File: config.mk
export PLATFORM = sky130hd
export DESIGN_NAME = irq_service_engine
export DESIGN_NICKNAME = d
export VERILOG_FILES = /design/src/rtl/irqsvc_pkg.sv /design/src/rtl/irqsvc_dp.sv /design/src/rtl/irqsvc_ctrl.sv /design/src/rtl/irq_service_engine.sv
export SDC_FILE = /design/constraint.sdc
export NUM_CORES = 1
export LEC_CHECK = 0
export ABC_AREA = 1
export BUFFER_PORTS_ARGS = -buffer_cell sky130_fd_sc_hd__buf_2
export CORE_AREA = 2 2 200 202
export CTS_BUF_LIST = sky130_fd_sc_hd__clkbuf_16
export CTS_CLUSTER_SIZE = 10
export DETAILED_ROUTE_END_ITERATION = 8
export DIE_AREA = 0 0 202 204
export MAX_ROUTING_LAYER = met4
export PLACE_DENSITY = 0.52
export SLEW_MARGIN = 40
export SYNTH_ARGS = -nofsm -noshare
export SYNTH_HDL_FRONTEND = slang
export SYNTH_HIERARCHICAL = 1
export SYNTH_SLANG_ARGS = --single-unit
File: constraint.sdc
create_clock -name clk -period 5.1 [get_ports clk]
set_clock_uncertainty 0.15 [all_clocks]
set_input_delay 1.02 -clock clk [delete_from_list [all_inputs] [get_ports clk]]
set_output_delay 1.02 -clock clk [all_outputs]
set_load 0.01 [all_outputs]
File: src/rtl/irqsvc_pkg.sv
package irqsvc_pkg;
  // Width of the pin index carried between control and datapath (up to 64 pins)
  localparam int PIN_IDX_W = 6;

  typedef struct packed {
    logic                 grantValid;
    logic [PIN_IDX_W-1:0] grantPin;
    logic                 delayFire;
  } svcStrobe_t;
endpackage

File: src/rtl/irqsvc_dp.sv
module irqsvc_dp
  import irqsvc_pkg::*;
#(
  parameter int NUM_PINS    = 8,
  parameter int VEC_W       = 8,
  parameter int DEST_W      = 8,
  parameter int STORM_LIMIT = 10000
) (
  input  logic                       clk,
  input  logic                       rstN,
  input  logic [NUM_PINS-1:0]        reqRaise,
  input  logic [NUM_PINS-1:0]        reqDrop,
  input  logic [NUM_PINS*VEC_W-1:0]  cfgVector,
  input  logic [NUM_PINS*DEST_W-1:0] cfgDest,
  input  logic [NUM_PINS*3-1:0]      cfgDelivMode,
  input  logic [NUM_PINS-1:0]        cfgDestMode,
  input  logic [NUM_PINS-1:0]        cfgLevelTrig,
  input  logic [NUM_PINS-1:0]        cfgMask,
  input  logic [NUM_PINS-1:0]        cfgWrite,
  input  logic                       eoiValid,
  input  logic [VEC_W-1:0]           eoiVector,
  input  svcStrobe_t                 strobe,
  output logic [NUM_PINS-1:0]        eligible,
  output logic                       stormAny,
  output logic                       dlvValid,
  output logic [((NUM_PINS > 1) ? $clog2(NUM_PINS) : 1)-1:0] dlvPin,
  output logic [VEC_W-1:0]           dlvVector,
  output logic [DEST_W-1:0]          dlvDest,
  output logic                       dlvDestMode,
  output logic [2:0]                 dlvDelivMode,
  output logic                       dlvLevel,
  output logic [NUM_PINS-1:0]        remoteIrr,
  output logic [NUM_PINS-1:0]        reqState
);
  localparam int PIN_W = (NUM_PINS > 1) ? $clog2(NUM_PINS) : 1;
  localparam int CNT_W = $clog2(STORM_LIMIT + 1);

  logic [NUM_PINS-1:0] stormVec;
  logic [NUM_PINS-1:0] grantVec;

  genvar i;
  for (i = 0; i < NUM_PINS; i++) begin : g_pin
    logic [VEC_W-1:0] pinVec;
    logic             eoiHit, takeAgain, stormTrip, setPend, granted;
    logic [CNT_W-1:0] cnt, cntNext;
    logic             irr, rirr, pend;

    assign pinVec = cfgVector[i*VEC_W +: VEC_W];

    always_comb begin
      eoiHit    = eoiValid && cfgLevelTrig[i] && (pinVec == eoiVector);
      granted   = strobe.grantValid && (strobe.grantPin == PIN_IDX_W'(i));
      takeAgain = 1'b0;
      stormTrip = 1'b0;
      cntNext   = cnt;
      if (eoiHit) begin
        if (!cfgMask[i] && irr) begin
          if (cnt == CNT_W'(STORM_LIMIT - 1)) begin
            cntNext   = '0;
            stormTrip = 1'b1;
          end else begin
            cntNext   = cnt + 1'b1;
            takeAgain = 1'b1;
          end
        end else begin
          cntNext = '0;
        end
      end
      setPend = (reqRaise[i] && (cfgLevelTrig[i] || !irr))
             || (cfgWrite[i] && cfgLevelTrig[i] && irr)
             || takeAgain
             || (strobe.delayFire && cfgLevelTrig[i] && irr && !rirr);
    end

    assign eligible[i] = pend && !cfgMask[i] && !(cfgLevelTrig[i] && rirr);

    always_ff @(posedge clk) begin
      if (!rstN) begin
        irr  <= 1'b0;
        rirr <= 1'b0;
        pend <= 1'b0;
        cnt  <= '0;
      end else begin
        if (reqRaise[i])     irr <= 1'b1;
        else if (reqDrop[i]) irr <= 1'b0;
        pend <= (pend && eligible[i] && !granted) || setPend;
        if (granted && cfgLevelTrig[i])                        rirr <= 1'b1;
        else if (eoiHit || (cfgWrite[i] && !cfgLevelTrig[i]))  rirr <= 1'b0;
        cnt <= cntNext;
      end
    end

    assign remoteIrr[i] = rirr;
    assign reqState[i]  = irr;
    assign stormVec[i]  = stormTrip;
    assign grantVec[i]  = granted;
  end

  assign stormAny = |stormVec;

  logic [PIN_W-1:0]  selPin;
  logic [VEC_W-1:0]  selVec;
  logic [DEST_W-1:0] selDest;
  logic              selDm, selLvl;
  logic [2:0]        selMode;

  always_comb begin
    selPin  = '0;
    selVec  = '0;
    selDest = '0;
    selDm   = 1'b0;
    selLvl  = 1'b0;
    selMode = '0;
    for (int k = 0; k < NUM_PINS; k++) begin
      if (grantVec[k]) begin
        selPin  = PIN_W'(k);
        selVec  = cfgVector[k*VEC_W +: VEC_W];
        selDest = cfgDest[k*DEST_W +: DEST_W];
        selDm   = cfgDestMode[k];
        selLvl  = cfgLevelTrig[k];
        selMode = cfgDelivMode[k*3 +: 3];
      end
    end
  end

  always_ff @(posedge clk) begin
    if (!rstN) begin
      dlvValid     <= 1'b0;
      dlvPin       <= '0;
      dlvVector    <= '0;
      dlvDest      <= '0;
      dlvDestMode  <= 1'b0;
      dlvDelivMode <= '0;
      dlvLevel     <= 1'b0;
    end else begin
      dlvValid <= strobe.grantValid;
      if (strobe.grantValid) begin
        dlvPin       <= selPin;
        dlvVector    <= selVec;
        dlvDest      <= selDest;
        dlvDestMode  <= selDm;
        dlvDelivMode <= selMode;
        dlvLevel     <= selLvl;
      end
    end
  end
endmodule

File: src/rtl/irqsvc_ctrl.sv
module irqsvc_ctrl
  import irqsvc_pkg::*;
#(
  parameter int NUM_PINS = 8,
  parameter int DLY_W    = 16
) (
  input  logic                clk,
  input  logic                rstN,
  input  logic [NUM_PINS-1:0] eligible,
  input  logic                stormAny,
  input  logic [DLY_W-1:0]    delayCycles,
  output svcStrobe_t          strobe
);
  logic [DLY_W-1:0] dlyCnt;
  logic             dlyActive;
  logic             dlyExpire;

  assign dlyExpire = dlyActive && (dlyCnt == DLY_W'(1));

  // Lowest eligible pin wins: scan from the top so the last hit is the lowest
  always_comb begin
    strobe.grantValid = 1'b0;
    strobe.grantPin   = '0;
    for (int k = NUM_PINS - 1; k >= 0; k--) begin
      if (eligible[k]) begin
        strobe.grantValid = 1'b1;
        strobe.grantPin   = PIN_IDX_W'(k);
      end
    end
    strobe.delayFire = dlyExpire;
  end

  always_ff @(posedge clk) begin
    if (!rstN) begin
      dlyActive <= 1'b0;
      dlyCnt    <= '0;
    end else if (dlyActive) begin
      if (dlyExpire) dlyActive <= 1'b0;
      else           dlyCnt    <= dlyCnt - 1'b1;
    end else if (stormAny) begin
      dlyActive <= 1'b1;
      dlyCnt    <= (delayCycles == '0) ? DLY_W'(1) : delayCycles;
    end
  end
endmodule

File: src/rtl/irq_service_engine.sv
module irq_service_engine
  import irqsvc_pkg::*;
#(
  parameter int NUM_PINS    = 8,
  parameter int VEC_W       = 8,
  parameter int DEST_W      = 8,
  parameter int STORM_LIMIT = 10000,
  parameter int DLY_W       = 16
) (
  input  logic                       clk,
  input  logic                       rstN,
  input  logic [NUM_PINS-1:0]        reqRaise,
  input  logic [NUM_PINS-1:0]        reqDrop,
  input  logic [NUM_PINS*VEC_W-1:0]  cfgVector,
  input  logic [NUM_PINS*DEST_W-1:0] cfgDest,
  input  logic [NUM_PINS*3-1:0]      cfgDelivMode,
  input  logic [NUM_PINS-1:0]        cfgDestMode,
  input  logic [NUM_PINS-1:0]        cfgLevelTrig,
  input  logic [NUM_PINS-1:0]        cfgMask,
  input  logic [NUM_PINS-1:0]        cfgWrite,
  input  logic                       eoiValid,
  input  logic [VEC_W-1:0]           eoiVector,
  input  logic [DLY_W-1:0]           delayCycles,
  output logic                       dlvValid,
  output logic [((NUM_PINS > 1) ? $clog2(NUM_PINS) : 1)-1:0] dlvPin,
  output logic [VEC_W-1:0]           dlvVector,
  output logic [DEST_W-1:0]          dlvDest,
  output logic                       dlvDestMode,
  output logic [2:0]                 dlvDelivMode,
  output logic                       dlvLevel,
  output logic [NUM_PINS-1:0]        remoteIrr,
  output logic [NUM_PINS-1:0]        reqState
);
  svcStrobe_t          strobe;
  logic [NUM_PINS-1:0] eligible;
  logic                stormAny;

  irqsvc_ctrl #(.NUM_PINS(NUM_PINS), .DLY_W(DLY_W)) u_ctrl (
    .clk(clk), .rstN(rstN), .eligible(eligible), .stormAny(stormAny),
    .delayCycles(delayCycles), .strobe(strobe)
  );

  irqsvc_dp #(.NUM_PINS(NUM_PINS), .VEC_W(VEC_W), .DEST_W(DEST_W),
              .STORM_LIMIT(STORM_LIMIT)) u_dp (
    .clk(clk), .rstN(rstN), .reqRaise(reqRaise), .reqDrop(reqDrop),
    .cfgVector(cfgVector), .cfgDest(cfgDest), .cfgDelivMode(cfgDelivMode),
    .cfgDestMode(cfgDestMode), .cfgLevelTrig(cfgLevelTrig), .cfgMask(cfgMask),
    .cfgWrite(cfgWrite), .eoiValid(eoiValid), .eoiVector(eoiVector),
    .strobe(strobe), .eligible(eligible), .stormAny(stormAny),
    .dlvValid(dlvValid), .dlvPin(dlvPin), .dlvVector(dlvVector),
    .dlvDest(dlvDest), .dlvDestMode(dlvDestMode), .dlvDelivMode(dlvDelivMode),
    .dlvLevel(dlvLevel), .remoteIrr(remoteIrr), .reqState(reqState)
  );
endmodule

**After elaboration in Yosys (flattened, before gate mapping)**

Index checks and enable logic that the tools add are counted.

- Register bits after elaboration: 178
- Bits in latches: 0
- Bits in writable memories: 0
- ROM bits: 0
- Input port bits: 227
- Output and inout bits: 41
- Word-level logic and storage cells: 487
- Memories kept: 0

- Add/subtract/negate cells: 9
- Multiply operators: 0
- Divide/modulo/power cells: 0
- Magnitude comparators: 0
- Equality and inequality tests: 25
- Shift operators: 0
- Multiplexer cells: 158
- Bitwise gates (word level): 0
- Reduce and logical (&&, ||, !) cells: 254

Operator list:

| cell | number |
|---|---|
| $mux W14 | 16 |
| $logic_and A1 B1 Y1 | 137 |
| $mux W8 | 16 |
| $add A14 B1 Y14 const B | 8 |
| $eq A14 B14 Y1 const B | 8 |
| $mux W1 | 100 |
| $eq A8 B8 Y1 | 8 |
| $mux W16 | 4 |
| $mux W7 | 8 |
| $logic_not A1 Y1 | 48 |
| $logic_or A1 B1 Y1 | 48 |
| $mux W3 | 12 |
| $reduce_bool A2 Y1 | 17 |
| $eq A6 B3 Y1 const B | 4 |
| $eq A16 B1 Y1 const B | 1 |
| $logic_not A16 Y1 | 1 |
| $sub A16 B1 Y16 const B | 1 |
| $eq A6 B2 Y1 const B | 2 |
| $reduce_or A8 Y1 | 1 |
| $eq A6 B1 Y1 const B | 1 |
| $logic_not A6 Y1 | 1 |
| $mux W2 | 2 |
| $ne A2 B2 Y1 const B | 1 |
| $reduce_and A2 Y1 | 1 |

**Logic depth before layout (Yosys ltp)**

- Depth after elaboration: 21
- Gate-level depth with buffers: 19
- Gate-level depth less buffers: 19

**By module**

The synthesis kept the hierarchy.

By module, submodules not included:

| module | times used | cells an instance | area each (sq um) |
|---|---|---|---|
| irqsvc_dp | 1 | 2110 | 12142.9 |
| irqsvc_ctrl | 1 | 246 | 1357.6 |

**Least setup slack after synthesis**

OpenSTA, ideal clock, no wires.

- Path kind: input -> register
- From: input port cfgLevelTrig[7]
- To: register u_dp.dlvDelivMode[1]
- Data arrival time: 2.853 ns
- Data required time: 4.894 ns
- Setup slack: 2.041 ns
- Cell stages on the path: 18
- Path buffers: 1
- Path through: inv_1 o21ai_0 nor2_1 nor2_1 nor3_1 nor3_1 nor3_1 nand2_1 nor2_1 nand2_2 inv_2 buf_4 nand2_1 nand2_1 nor2_1 nand4_1 nand2_1 inv_1

RTL lines:

| what | line | source |
|---|---|---|
| from (decl) | irq_service_engine.sv:18 | `input logic [NUM_PINS-1:0] cfgLevelTrig,` |
| to (signal assigned) | irqsvc_dp.sv:142 | `dlvDelivMode <= selMode;` |
| to (decl) | irqsvc_dp.sv:30 | `output logic [2:0] dlvDelivMode,` |

==> qor.yml <==
synthesis:
  synth_area_leaders: "dfxtp_1 (26%), nand2_1 (19%), nor2_1 (11%)"
  yosys_register_bits: 178
  ys_warn_count: 6
  synthDistinctLibCells: 41
  synth_simple_gate_area_share_pct: 46.15
  synth.avg_cell_area_um2: 5.730
  synth_xor_area_share_pct: 5.060
  synth-adder-area-share_pct: 0.9268
  post_synth_mux_area_share_pct: 0
  synth_top_cell_area_share_pct: 26.39
  synth-compound-area-share_pct: 10.26
  synth.largest_area_cell: "dfxtp_1"
  synth_edf_count: 0
  synth_sequential_area_ratio_pct: 26.39
  post_synth_inst_count: 2356
  synth_async_sr_flop_share_pct: 0
  postSynth.topFlopCell: "dfxtp_1"
  synth_area_um2: 13500
  synth_top_family_by_area: "simple AND/OR/NAND/NOR gates"
timing:
  final.min_clock_period_ns: 3.754
  finalCritPeriodShare_pct: 73.60
  final.setup.tns_ns: 0
  hold_ws_ns: 0.3218
  hold_viol: 0
  report.final.setup_viol: 0
  max_slew_headroom_pct: 45.83
  rsz0062_at_grt: "no"
  max_slew.worst_pin.slew_ns: 0.8117
  final_max_slew_violation_count: 0
  max_freq_mhz: 266.4
global_routing:
  overflow: 0
  wire_length_of_the_first_global_routing_pass_um: 83960
  initial_antenna_violation_count: 5
  grt_pass1_vias: 15040
  largest_net_degree_at_the_start_of_global_routing: 83
  groute.usage.overall_pct: 27.30
pwr:
  power_leakage_nw: 6.844
  power-per-cell-area_nw_per_um2: 217.3
  irDropWorstVdd_uv: 230.3
  total_power_mw: 3.432
setup_path:
  worst_ep_arrival_time_ns: 4.03
  end_kind: "flop"
  cp_slowest_cell: "inv_1"
  timing.critical_path.fanout_max: 14
  critPathKind: "in -> reg"
  timing.critical_path.from_type: "input pin"
  cpPeakStageDelay_ns: 0.46
  critPathTopFamily: "simple AND/OR/NAND/NOR gates"
  crit_buf_inv: 4
  worst-endpoint-required_ns: 5.38
  path_cells: "buf_2 -> inv_1 -> o21ai_0 -> nor2_1 -> nor2_1 -> nor3_1 -> nor3_1 -> nor3_1 -> nand3_1 -> inv_1 -> nand2_1 -> o21ai_0 -> nor2_1 -> nand4_1 -> nand2_1 -> inv_1"
route:
  detail-route-antenna-nets: 0
  drt_pre_antenna_iters: 5
  drcViolationCount: 0
  via_count: 15720
  drt-wirelength-per-cell_um: 17.59
  number_of_vias_per_cell_after_detailed_routing: 5.044
  initialDrtViolationCount: 1182
  postRouteWirelength_um: 54800
job:
  max_cap_violations: 0
clock_tree:
  sink_count: 178
  clk-insertion-delay-late_ns: 0.49
  cts_inserted_buffers: 17
  number_of_post_cts_setup_repair_buffers: 0
  postCtsHoldBufs: 0
  cts-resized-gates: 0
  tritoncts: "yes"
  clkTransAtPathRegs_ns: 0.07
  clock_tree.htree_level_count: 4
  clk_path_buf_depth: 2
  clock-root-buffer: "clkbuf_16"
cells_and_area:
  area_growth_pct: 16.98
  final_cell_mix: "nand2_1 (678), nor2_1 (391), buf_2 (267), inv_1 (252), nand3_1 (191)"
  proportion_of_layout_cells_with_a_drive_suffix_above_1_pct: 14.71
  layout.cells.most_common: "nand2_1"
  final_design_area_no_fill_um2: 15790
  final_net_count: 2808
place:
  dpl_cell_area_um2: 15160
  dp_hpwl_um: 42240
  gp_congestion: 0.9705
  numPortBuffers: 267
die:
  die-width_um: 202
  die_extent_in_y_um: 204
  starting_density_pct: 34.45
  top_level_pins: 268
  core_region_area_um2: 39180
  floorplan.rows: 73
  fp.dieArea_um2: 41210
hold_path:
  min_path_type: "reg -> reg"
status:
  run_status: "completed"
-- through the flow --
| step | setup slack (ns) | util, % | std cells |
|---|---|---|---|
| after CTS | 1.529 | 40.24 | 3109 |
| final | 1.346 | 40.30 | 3116 |
| after global placement | 0.8540 | 38.67 | 3077 |
| after detailed placement | 1.025 | 38.69 | 3077 |
| after floorplan | 2.041 | - | 2358 |
| after global routing | 1.137 | 40.28 | 3113 |
-- per-layer routing --
metal  up-vias  global-route usage, %  wire length (um)
met5         -                      -                 0
li1       7966                      -                 -
met3        78                  5.054              3203
met2       537                  44.06             25380
met1      7137                  33.77             24480
met4         0                  10.79              1731
-- state kept, by name (all words and copies together) (netlist names) --
name / cells
u_dp/dlvDelivMode: 3
u_dp/g_pin.rirr: 8
u_dp/g_pin.pend: 8
u_dp/dlvLevel: 1
u_dp/dlvPin: 3
u_dp/dlvValid: 1
u_dp/dlvVector: 8
u_dp/g_pin.cnt: 112
u_dp/dlvDest: 8
u_dp/g_pin.irr: 8
u_ctrl/dlyCnt: 16
u_ctrl/dlyActive: 1
u_dp/dlvDestMode: 1
-- report_power, final --
group,internal [mW],switching (mW),total [mW]
Combinational,0.196,0.376,0.572
Clock,0.775,0.647,1.42
Sequential,1.42,0.0195,1.44
Total,2.39,1.04,3.43
-- worst register-to-register path, delay by kind of cell, from the launching register on --
kind | cells | cell delay [ns]
AO/OA/AOI/OAI | 2 | 0.37
buffers and inverters | 3 | 0.60
flip-flops | 1 | 0.33
AND/OR/NAND/NOR | 10 | 1.95
-- cell families (layout without fill, tap and decap cells) --
group | Yosys count | in the layout
AO/OA/AOI/OAI | 262 | 262
XOR/XNOR | 78 | 78
adder cells (fa/ha/maj) | 10 | 10
buffers and inverters | 359 | 585
flip-flops | 178 | 178
other | 1 | 10
AND/OR/NAND/NOR | 1468 | 1468
-- cells in the mapped netlist, types with 7 or more instances --
library cell,number
nand2_1,678
nor2_1,395
inv_1,254
nand3_1,191
dfxtp_1,178
a21oi_1,170
nand4_1,90
nor3_1,61
xor2_1,51
o21ai_0,50
clkbuf_1,33
buf_4,27
xnor2_1,27
buf_2,23
o21ai_1,14
nand2_2,13
inv_2,12
a21oi_2,10
ha_1,10
nand3b_1,9
nor2_2,8
o22ai_1,7
-- layout make-up --
cell class              instances  area [um^2]
diodes                          7        17.52
clock inverters                15        182.7
fillers                      4376        23390
flip-flops and latches        178         3565
inverters                     266         1003
multi-input cells            1821         8456
repair buffers                287         1486
well taps                     525        656.9
clock buffers                  17        425.4
-- path summary, 6_finish.rpt --
path | startpoint | to | slack, ns | cells past startpoint
worst min register to register | u_dp/dlvPin[0]$_SDFFE_PN0P_ | u_dp/dlvPin[0]$_SDFFE_PN0P_ | 0.32 | 2
worst max-delay path | cfgLevelTrig[7] | u_dp/dlvVector[3]$_SDFFE_PN0P_ | 1.35 | 16
worst max register to register | u_dp/g_pin[7].rirr$_SDFFE_PN0P_ | u_dp/dlvVector[3]$_SDFFE_PN0P_ | 1.65 | 15
worst min-delay path | u_dp/dlvPin[0]$_SDFFE_PN0P_ | u_dp/dlvPin[0]$_SDFFE_PN0P_ | 0.32 | 2
No activity file was read; power rests on OpenSTA's default activity.
